**src/rtl/cfgport_pkg.sv**
```systemverilog
package cfgport_pkg;
  localparam int BYTE_W = 8;

  typedef enum logic [1:0] {
    LK_SHUT = 2'd0,
    LK_HALF = 2'd1,
    LK_OPEN = 2'd2
  } lock_t;

  // Next state of the key sequencer for one index-port byte.
  function automatic lock_t lock_step(lock_t cur, logic [BYTE_W-1:0] b,
                                      logic [BYTE_W-1:0] kopen,
                                      logic [BYTE_W-1:0] kclose);
    case (cur)
      LK_SHUT: return (b == kopen)  ? LK_HALF : LK_SHUT;
      LK_HALF: return (b == kopen)  ? LK_OPEN : LK_SHUT;
      LK_OPEN: return (b == kclose) ? LK_SHUT : LK_OPEN;
      default: return LK_SHUT;
    endcase
  endfunction

  // Value of a locally decoded (global) register.
  function automatic logic [BYTE_W-1:0] global_byte(
      logic [BYTE_W-1:0]   idx,
      logic [BYTE_W-1:0]   ldn,
      logic [2*BYTE_W-1:0] dev_id,
      logic [BYTE_W-1:0]   rev,
      logic [2*BYTE_W-1:0] ven_id,
      logic [BYTE_W-1:0]   i_ldsel,
      logic [BYTE_W-1:0]   i_dev,
      logic [BYTE_W-1:0]   i_ven);
    logic [BYTE_W-1:0] r;
    r = '0;
    if (idx == i_ldsel)              r = ldn;
    else if (idx == i_dev)           r = dev_id[2*BYTE_W-1:BYTE_W];
    else if (idx == i_dev + 8'd1)    r = dev_id[BYTE_W-1:0];
    else if (idx == i_dev + 8'd2)    r = rev;
    else if (idx == i_ven)           r = ven_id[2*BYTE_W-1:BYTE_W];
    else if (idx == i_ven + 8'd1)    r = ven_id[BYTE_W-1:0];
    return r;
  endfunction
endpackage

```
**src/rtl/cfgport_key_seq.sv**
```systemverilog
module cfgport_key_seq
  import cfgport_pkg::*;
#(
  parameter logic [BYTE_W-1:0] KEY_OPEN  = 8'h87,
  parameter logic [BYTE_W-1:0] KEY_CLOSE = 8'hAA
) (
  input  logic              clk,
  input  logic              rst_n,
  input  logic              idx_wr,
  input  logic [BYTE_W-1:0] wdata,
  output logic              open,
  output logic              key_hit_close
);
  lock_t state_q;
  lock_t state_d;

  always_comb begin
    state_d = state_q;
    if (idx_wr) state_d = lock_step(state_q, wdata, KEY_OPEN, KEY_CLOSE);
  end

  always_ff @(posedge clk) begin
    if (!rst_n) state_q <= LK_SHUT;
    else        state_q <= state_d;
  end

  assign open          = (state_q == LK_OPEN);
  assign key_hit_close = open & idx_wr & (wdata == KEY_CLOSE);
endmodule

```
**src/rtl/cfgport_select_regs.sv**
```systemverilog
module cfgport_select_regs
  import cfgport_pkg::*;
#(
  parameter logic [BYTE_W-1:0] RST_LDN = 8'h00
) (
  input  logic              clk,
  input  logic              rst_n,
  input  logic              idx_load,
  input  logic              ldsel_wr,
  input  logic [BYTE_W-1:0] wdata,
  output logic [BYTE_W-1:0] idx_q,
  output logic [BYTE_W-1:0] ldn_q
);
  always_ff @(posedge clk) begin
    if (!rst_n) begin
      idx_q <= '0;
      ldn_q <= RST_LDN;
    end else begin
      if (idx_load) idx_q <= wdata;
      if (ldsel_wr) ldn_q <= wdata;
    end
  end
endmodule

```
**src/rtl/cfgport_route.sv**
```systemverilog
module cfgport_route
  import cfgport_pkg::*;
#(
  parameter logic [2*BYTE_W-1:0] DEV_ID       = 16'h0B27,
  parameter logic [BYTE_W-1:0]   DEV_REV      = 8'h03,
  parameter logic [2*BYTE_W-1:0] VEN_ID       = 16'h1934,
  parameter logic [BYTE_W-1:0]   IDX_LDSEL    = 8'h07,
  parameter logic [BYTE_W-1:0]   IDX_DEVID    = 8'h20,
  parameter logic [BYTE_W-1:0]   IDX_VENID    = 8'h23,
  parameter logic [BYTE_W-1:0]   GLOBAL_LIMIT = 8'h30
) (
  input  logic              open,
  input  logic              io_rd,
  input  logic              io_wr,
  input  logic              io_addr,
  input  logic [BYTE_W-1:0] idx_q,
  input  logic [BYTE_W-1:0] ldn_q,
  input  logic [BYTE_W-1:0] io_wdata,
  input  logic [BYTE_W-1:0] ld_rdata,
  output logic [BYTE_W-1:0] io_rdata,
  output logic              ld_rd,
  output logic              ld_wr,
  output logic [BYTE_W-1:0] ld_index,
  output logic [BYTE_W-1:0] ld_wdata,
  output logic [BYTE_W-1:0] ld_num
);
  localparam logic [BYTE_W-1:0] SEALED = '1;

  logic is_global;
  logic data_acc;

  assign is_global = (idx_q < GLOBAL_LIMIT);
  assign data_acc  = open & io_addr;
  assign ld_rd     = data_acc & io_rd & ~is_global;
  assign ld_wr     = data_acc & io_wr & ~is_global;
  assign ld_index  = idx_q;
  assign ld_wdata  = io_wdata;
  assign ld_num    = ldn_q;

  always_comb begin
    if (!open)          io_rdata = SEALED;
    else if (!io_addr)  io_rdata = idx_q;
    else if (is_global) io_rdata = global_byte(idx_q, ldn_q, DEV_ID, DEV_REV,
                                               VEN_ID, IDX_LDSEL, IDX_DEVID,
                                               IDX_VENID);
    else                io_rdata = ld_rdata;
  end
endmodule

```
**src/rtl/keyed_cfg_port.sv**
```systemverilog
module keyed_cfg_port
  import cfgport_pkg::*;
#(
  parameter logic [2*BYTE_W-1:0] DEV_ID       = 16'h0B27,
  parameter logic [BYTE_W-1:0]   DEV_REV      = 8'h03,
  parameter logic [2*BYTE_W-1:0] VEN_ID       = 16'h1934,
  parameter logic [BYTE_W-1:0]   KEY_OPEN     = 8'h87,
  parameter logic [BYTE_W-1:0]   KEY_CLOSE    = 8'hAA,
  parameter logic [BYTE_W-1:0]   IDX_LDSEL    = 8'h07,
  parameter logic [BYTE_W-1:0]   IDX_DEVID    = 8'h20,
  parameter logic [BYTE_W-1:0]   IDX_VENID    = 8'h23,
  parameter logic [BYTE_W-1:0]   GLOBAL_LIMIT = 8'h30
) (
  input  logic              clk,
  input  logic              rst_n,
  input  logic              io_wr,
  input  logic              io_rd,
  input  logic              io_addr,
  input  logic [BYTE_W-1:0] io_wdata,
  output logic [BYTE_W-1:0] io_rdata,
  output logic [BYTE_W-1:0] ld_num,
  output logic [BYTE_W-1:0] ld_index,
  output logic [BYTE_W-1:0] ld_wdata,
  output logic              ld_wr,
  output logic              ld_rd,
  input  logic [BYTE_W-1:0] ld_rdata
);
  // Named internal events, also observed by the checker.
  logic              idx_wr;
  logic              dat_wr;
  logic              cfg_open;
  logic              key_hit_close;
  logic              idx_load;
  logic              ldsel_wr;
  logic [BYTE_W-1:0] idx_q;
  logic [BYTE_W-1:0] ldn_q;

  assign idx_wr   = io_wr & ~io_addr;
  assign dat_wr   = io_wr & io_addr;
  assign idx_load = cfg_open & idx_wr & ~key_hit_close;
  assign ldsel_wr = cfg_open & dat_wr & (idx_q == IDX_LDSEL);

  cfgport_key_seq #(
    .KEY_OPEN (KEY_OPEN),
    .KEY_CLOSE(KEY_CLOSE)
  ) u_key (
    .clk          (clk),
    .rst_n        (rst_n),
    .idx_wr       (idx_wr),
    .wdata        (io_wdata),
    .open         (cfg_open),
    .key_hit_close(key_hit_close)
  );

  cfgport_select_regs #(
    .RST_LDN(8'h00)
  ) u_regs (
    .clk     (clk),
    .rst_n   (rst_n),
    .idx_load(idx_load),
    .ldsel_wr(ldsel_wr),
    .wdata   (io_wdata),
    .idx_q   (idx_q),
    .ldn_q   (ldn_q)
  );

  cfgport_route #(
    .DEV_ID      (DEV_ID),
    .DEV_REV     (DEV_REV),
    .VEN_ID      (VEN_ID),
    .IDX_LDSEL   (IDX_LDSEL),
    .IDX_DEVID   (IDX_DEVID),
    .IDX_VENID   (IDX_VENID),
    .GLOBAL_LIMIT(GLOBAL_LIMIT)
  ) u_route (
    .open    (cfg_open),
    .io_rd   (io_rd),
    .io_wr   (io_wr),
    .io_addr (io_addr),
    .idx_q   (idx_q),
    .ldn_q   (ldn_q),
    .io_wdata(io_wdata),
    .ld_rdata(ld_rdata),
    .io_rdata(io_rdata),
    .ld_rd   (ld_rd),
    .ld_wr   (ld_wr),
    .ld_index(ld_index),
    .ld_wdata(ld_wdata),
    .ld_num  (ld_num)
  );
endmodule

```
**config.mk**
```make
export PLATFORM = sky130hd
export DESIGN_NAME = keyed_cfg_port
export DESIGN_NICKNAME = d
export VERILOG_FILES = /design/src/rtl/cfgport_pkg.sv /design/src/rtl/cfgport_key_seq.sv /design/src/rtl/cfgport_select_regs.sv /design/src/rtl/cfgport_route.sv /design/src/rtl/keyed_cfg_port.sv
export SDC_FILE = /design/constraint.sdc
export NUM_CORES = 1
export LEC_CHECK = 0
export BUFFER_PORTS_ARGS = -buffer_cell sky130_fd_sc_hd__buf_2
export CELL_PAD_IN_SITES_DETAIL_PLACEMENT = 0
export CELL_PAD_IN_SITES_GLOBAL_PLACEMENT = 1
export CORE_MARGIN = 10
export CORE_UTILIZATION = 25
export DETAILED_ROUTE_END_ITERATION = 6
export PLACE_DENSITY_LB_ADDON = 0.05
export RECOVER_POWER = 25
export SYNTH_ARGS = -nofsm -noshare
export SYNTH_HDL_FRONTEND = slang
export SYNTH_SLANG_ARGS = --single-unit
```
**constraint.sdc**
```tcl
create_clock -name clk -period 2.3 [get_ports clk]
set_clock_uncertainty 0.05 [all_clocks]
set_input_delay 0.115 -clock clk [delete_from_list [all_inputs] [get_ports clk]]
set_output_delay 0.115 -clock clk [all_outputs]
set_load 0.05 [all_outputs]
```
; Word-level counts from Yosys, hierarchy flattened
; Index checks and enable logic that the tools add are counted.
; W data, S select, Z words.
[op_classes]
magnitude_cmp = 1
eq_ne = 10
n_mux = 13
bitwise_logic = 15
n_reduce_logical = 1
[ops]
columns = op, count
row1 = $mux W8, 8
row2 = $eq A8 B6 Y1 const B, 5
row3 = $eq A8 B8 Y1 const B, 2
row4 = $and A1 B1 Y1, 12
row5 = $eq A8 B3 Y1 const B, 1
row6 = $lt A8 B6 Y1 const B, 1
row7 = $mux W6, 1
row8 = $pmux W2 S3, 1
row9 = $mux W2, 2
row10 = $not A1 Y1, 3
row11 = $eq A2 B1 Y1 const B, 1
row12 = $eq A2 B2 Y1 const B, 1
row13 = $logic_not A2 Y1, 1
row14 = $mux W1, 1
[totals]
ff_bits = 18
inputBits = 21
output_inout_bits = 34
elab_cells = 43

; Depth between registers and ports, before layout
[depth]
depth_word = 10
mapped_depth = 6
ltp_nobuf = 4

; Modules after synthesis
; From an unflattened synthesis, not the netlist that was laid out.
[hier_totals]
cells_unflattened = 151
hier_area_um2 = 1343.8
[modules_own_cells]
columns = module, n_inst, cells_each, area_per_inst_um2, seq_area_each_um2
row1 = cfgport_select_regs, 1, 51, 608.1, 320.3
row2 = cfgport_route, 1, 77, 523.0, 0.0
row3 = cfgport_key_seq, 1, 16, 162.7, 40.0
row4 = keyed_cfg_port, 1, 7, 50.0, 0.0

; Worst setup path after synthesis
; No wires, ideal clock.
[synth_path]
path_type = register to output
startpoint = register u_regs.idx_q[6]
endpoint = output io_rdata[2]
arrival_ns = 2.423
required_ns = 2.135
setup_slack_ns = -0.288
stages_incl_launch_ff = 5
n_path_buf = 0
cell_sequence = dfxtp_1 -> or4_4 -> nor4_4 -> a21boi_1 -> o221ai_1
[synth_via]
elab_chain_cells = 10
word_cells_on_any_way = 16
classes_between = 1 x order compare / 6 x eq/ne / 9 x mux
[synth_rtl]
columns = item, line_no
row1 = start: declaration, cfgport_select_regs.sv:11  ; output logic [BYTE_W-1:0] idx_q,
row2 = start signal: assignment, cfgport_select_regs.sv:19  ; if (idx_load) idx_q <= wdata;
row3 = $eq A8 B6 Y1, cfgport_pkg.sv:39  ; else if (idx == i_ven + 8'd1) r = ven_id[BYTE_W-1:0];
row4 = $mux W6, cfgport_pkg.sv:39
row5 = $mux W8, cfgport_pkg.sv:38  ; else if (idx == i_ven) r = ven_id[2*BYTE_W-1:BYTE_W];
row6 = $mux W8, cfgport_pkg.sv:37  ; else if (idx == i_dev + 8'd2) r = rev;
row7 = $mux W8, cfgport_pkg.sv:36  ; else if (idx == i_dev + 8'd1) r = dev_id[BYTE_W-1:0];
row8 = $mux W8, cfgport_pkg.sv:35  ; else if (idx == i_dev) r = dev_id[2*BYTE_W-1:BYTE_W];
row9 = $mux W8, cfgport_pkg.sv:34  ; if (idx == i_ldsel) r = ldn;
row10 = $mux W8 *, cfgport_route.sv:43  ; else if (is_global) io_rdata = global_byte(idx_q, ldn_q, DEV_ID, DEV_REV,
row11 = $mux W8 *, cfgport_route.sv:42  ; else if (!io_addr) io_rdata = idx_q;
row12 = $mux W8 *, cfgport_route.sv:41  ; if (!open) io_rdata = SEALED;
row13 = end: declaration, keyed_cfg_port.sv:20  ; output logic [BYTE_W-1:0] io_rdata,
; Mark *: on every way between the ends. The rest lies on a longest branch, timed or not.

; Worst setup path after layout
[layout_path]
startpoint = register u_regs.idx_q[4]
endpoint = output io_rdata[4]
[layout_via]
elab_chain_cells = 10
word_cells_on_any_way = 16
classes_between = 1 x order compare / 6 x eq/ne / 9 x mux
[layout_rtl]
columns = item, line_no
row1 = $eq A8 B6 Y1, cfgport_pkg.sv:39
row2 = $mux W6, cfgport_pkg.sv:39
row3 = $mux W8, cfgport_pkg.sv:38
row4 = $mux W8, cfgport_pkg.sv:37
row5 = $mux W8, cfgport_pkg.sv:36
row6 = $mux W8, cfgport_pkg.sv:35
row7 = $mux W8, cfgport_pkg.sv:34
row8 = $mux W8, cfgport_route.sv:43
row9 = $mux W8 *, cfgport_route.sv:42
row10 = $mux W8 *, cfgport_route.sv:41
; Marked as above.

==> flow_metrics.py <==
metrics = {
    "floorplanning": {
        "num_rows": 24,
        "io_pins": 55,
        "die_area_um2": 7830,
        "start_util_pct": 26.4,
        "core-area_um2": 4440,
        "die_y_um": 88.5,
        "chipWidth_um": 88.5,
    },
    "global_route": {
        "grt_max_degree": 19,
        "globalRouteMet3Util_pct": 2.85,
        "busiest_layer": "met2",
        "grt_pass1_vias": 1197,
        "met1_usage_pct": 13.1,
        "grt_util_all_layers_pct": 10.4,
        "gr-total-overflow": 0,
        "grt_use_met2_pct": 16.6,
        "grt_pass1_wl_mm": 6.36,
        "grt_antenna_before_repair": 0,
    },
    "critical_path": {
        "worst_setup_path_start_kind": "register",
        "required_ns": 2.13,
        "path_class": "reg2out",
        "reg2reg_setup_slack_ns": 0.46,
        "critPathMaxFanout": 9,
        "critPathArrivalTime_ns": 2.01,
        "critical_path.endpoint_type": "output pin",
    },
    "cells_and_area": {
        "drive_gt1_share_pct": 36.3,
        "nFillCells": 488,
        "seq_area_um2": 364,
        "multi_input_area_um2": 762,
        "final_cells": 234,
        "area_delta_synth_final_pct": 35.8,
        "final_util_pct": 35.9,
        "most-common-layout-cells": "buf_2 (35), nor2b_1 (19), dfxtp_1 (17), mux2i_1 (15), clkbuf_1 (13)",
        "antenna_cells": 0,
        "fin_nets": 204,
        "final_common_cell": "buf_2",
    },
    "synthesis": {
        "synth_cell_types": 38,
        "synth_warnings": 0,
        "synth-edff-count": 0,
        "async_reset_ff_share_pct": 0,
        "synth_nets": 151,
        "syn_avg_cell_area_um2": 9.03,
        "synthCells": 130,
        "synthFlopType": "dfxtp_1",
        "ys_ff_latch": 18,
        "synth_area_um2": 1170,
        "seq_area_frac_synth_pct": 30.7,
    },
    "cts": {
        "clkSinkCount": 18,
        "cts_max_level": 1,
        "numCtsBuffers": 3,
        "clock_tree.root_cell": "clkbuf_8",
        "clock_latency_ns": 0.25,
        "cts_tree": "built",
        "clk_pin_slew_ns": 0.07,
        "cts_buffer_depth": 2,
    },
    "detailed_routing": {
        "vias_per_cell": 5.09,
        "drt_iter0_markers": 48,
        "vias": 1191,
        "first_pass_iters": 4,
        "ant_nets": 0,
        "remaining_drc_errors": 0,
        "wl_per_cell_um": 17.8,
        "routed_wl_mm": 4.16,
    },
    "placement": {
        "port_buffers": 54,
        "dp.cells": 227,
        "routabilityCongestion": 0.749,
        "hpwl_mm": 3.46,
    },
    "flow_run": {
        "cap_violations": 0,
    },
    "sta": {
        "hold_violations": 0,
        "setup-tns-final_ns": 0,
        "finalCritPeriodShare_pct": 94.4,
        "setup_violations": 0,
        "holdWs_ns": 0.122,
        "fmax_mhz": 460,
        "slew_violations": 0,
        "slew_headroom_pct": 58.5,
        "rsz0062_at_grt": "no",
        "tightest_slew_ns": 0.625,
        "post-route-min-period_ns": 2.17,
    },
    "pwr": {
        "leakagePower_nw": 0.670,
        "peakVddDrop_mv": 0.308,
        "p_total_w": 0.000642,
        "power_density_nw_per_um2": 403,
    },
    "run_status": {
        "status": "complete, no violations",
    },
    "worst_hold_path": {
        "hold_path_class": "in2reg",
    },
}
Yosys cell counts (2+ instances only):
master,count,area share [%]
nor2b_1,19,10
dfxtp_1,18,31
mux2i_1,15,13
buf_4,8,5.1
nand2_1,7,2.2
nor2_1,7,2.2
a21oi_1,5,2.1
a221oi_1,5,3.7
inv_1,4,1.3
clkbuf_1,3,0.96
nand2b_1,3,1.6
a21boi_1,2,1.3
a2bb2oi_1,2,1.5
and3_1,2,1.1
nand4bb_1,2,1.9
nor3_1,2,0.85
nor4bb_1,2,1.7
o21ai_0,2,0.85
o21ai_1,2,0.85
o221ai_1,2,1.5
state kept, by name, summed over array words and instances (netlist names):
| signal | cells |
|---|---|
| u_regs.idx_q | 8 |
| u_key.state_q | 2 |
| u_regs.ldn_q | 8 |
what timing repair did:
item                                    in CTS  in global routing
endpoints found under the setup margin       6                  6
hold buffers                                 0                  0
gates cloned                                 0                  0
pin swaps                                    1                  6
setup buffers                                1                  2
resized for setup                            6                  7
cells by family after synthesis:
kind of cell / after synthesis / synth area share, %
AO/OA/AOI/OAI: 28 / 19.2
XOR/XNOR: 1 / 0.746
buffers and inverters: 16 / 7.78
flip-flops: 18 / 30.7
multiplexers: 15 / 12.8
AND/OR/NAND/NOR: 52 / 28.8
cell type report:
class,instances,share of cell area (%)
Sequential cell,18,22.8
Inverter,4,0.942
Tap cell,52,4.08
Timing Repair Buffer,60,20.9
Multi-Input combinational cell,96,47.8
Clock buffer,4,3.45
routing by layer:
metal  share of wire (%)  routed length (µm)  vias up
met5                   0                   0        -
met4                 1.1                  46        0
met3                 8.8                 365        4
met2                  45                1890       48
met1                  45                1860      562
li1                    -                   -      577
path summary, 6_finish.rpt:
kind | startpoint | cells after the start | endpoint
setup reg to reg | u_regs.idx_q[3] | 6 | u_regs.ldn_q[0]
hold reg to reg | u_regs.ldn_q[1] | 2 | u_regs.ldn_q[1]
setup / recovery | u_regs.idx_q[4] | 5 | io_rdata[4]
hold / removal | io_wdata[6] | 3 | u_regs.ldn_q[6]
through the flow:
step / instance area (µm²) / worst slack (ns)
2_1_floorplan: 1210 / 0.0107
3_3_place_gp: 1500 / 0.217
3_5_place_dp: 1500 / 0.191
4_1_cts: 1570 / 0.00934
5_1_grt: 1590 / 0.0468
6_report: 1590 / 0.128
worst max-delay path: stages (launching register included):
cell and delay (ns):
dfxtp_1 0.39, a211o_1 0.42, and2_1 0.22, or3_1 0.35, a2bb2oi_2 0.16, buf_2 0.21
report_power, final:
group          internal, W  switching, W
sequential        0.000310  0.0000000247
combinational    0.0000248     0.0000563
clock             0.000152     0.0000989
No activity file was read; power rests on OpenSTA's default activity.
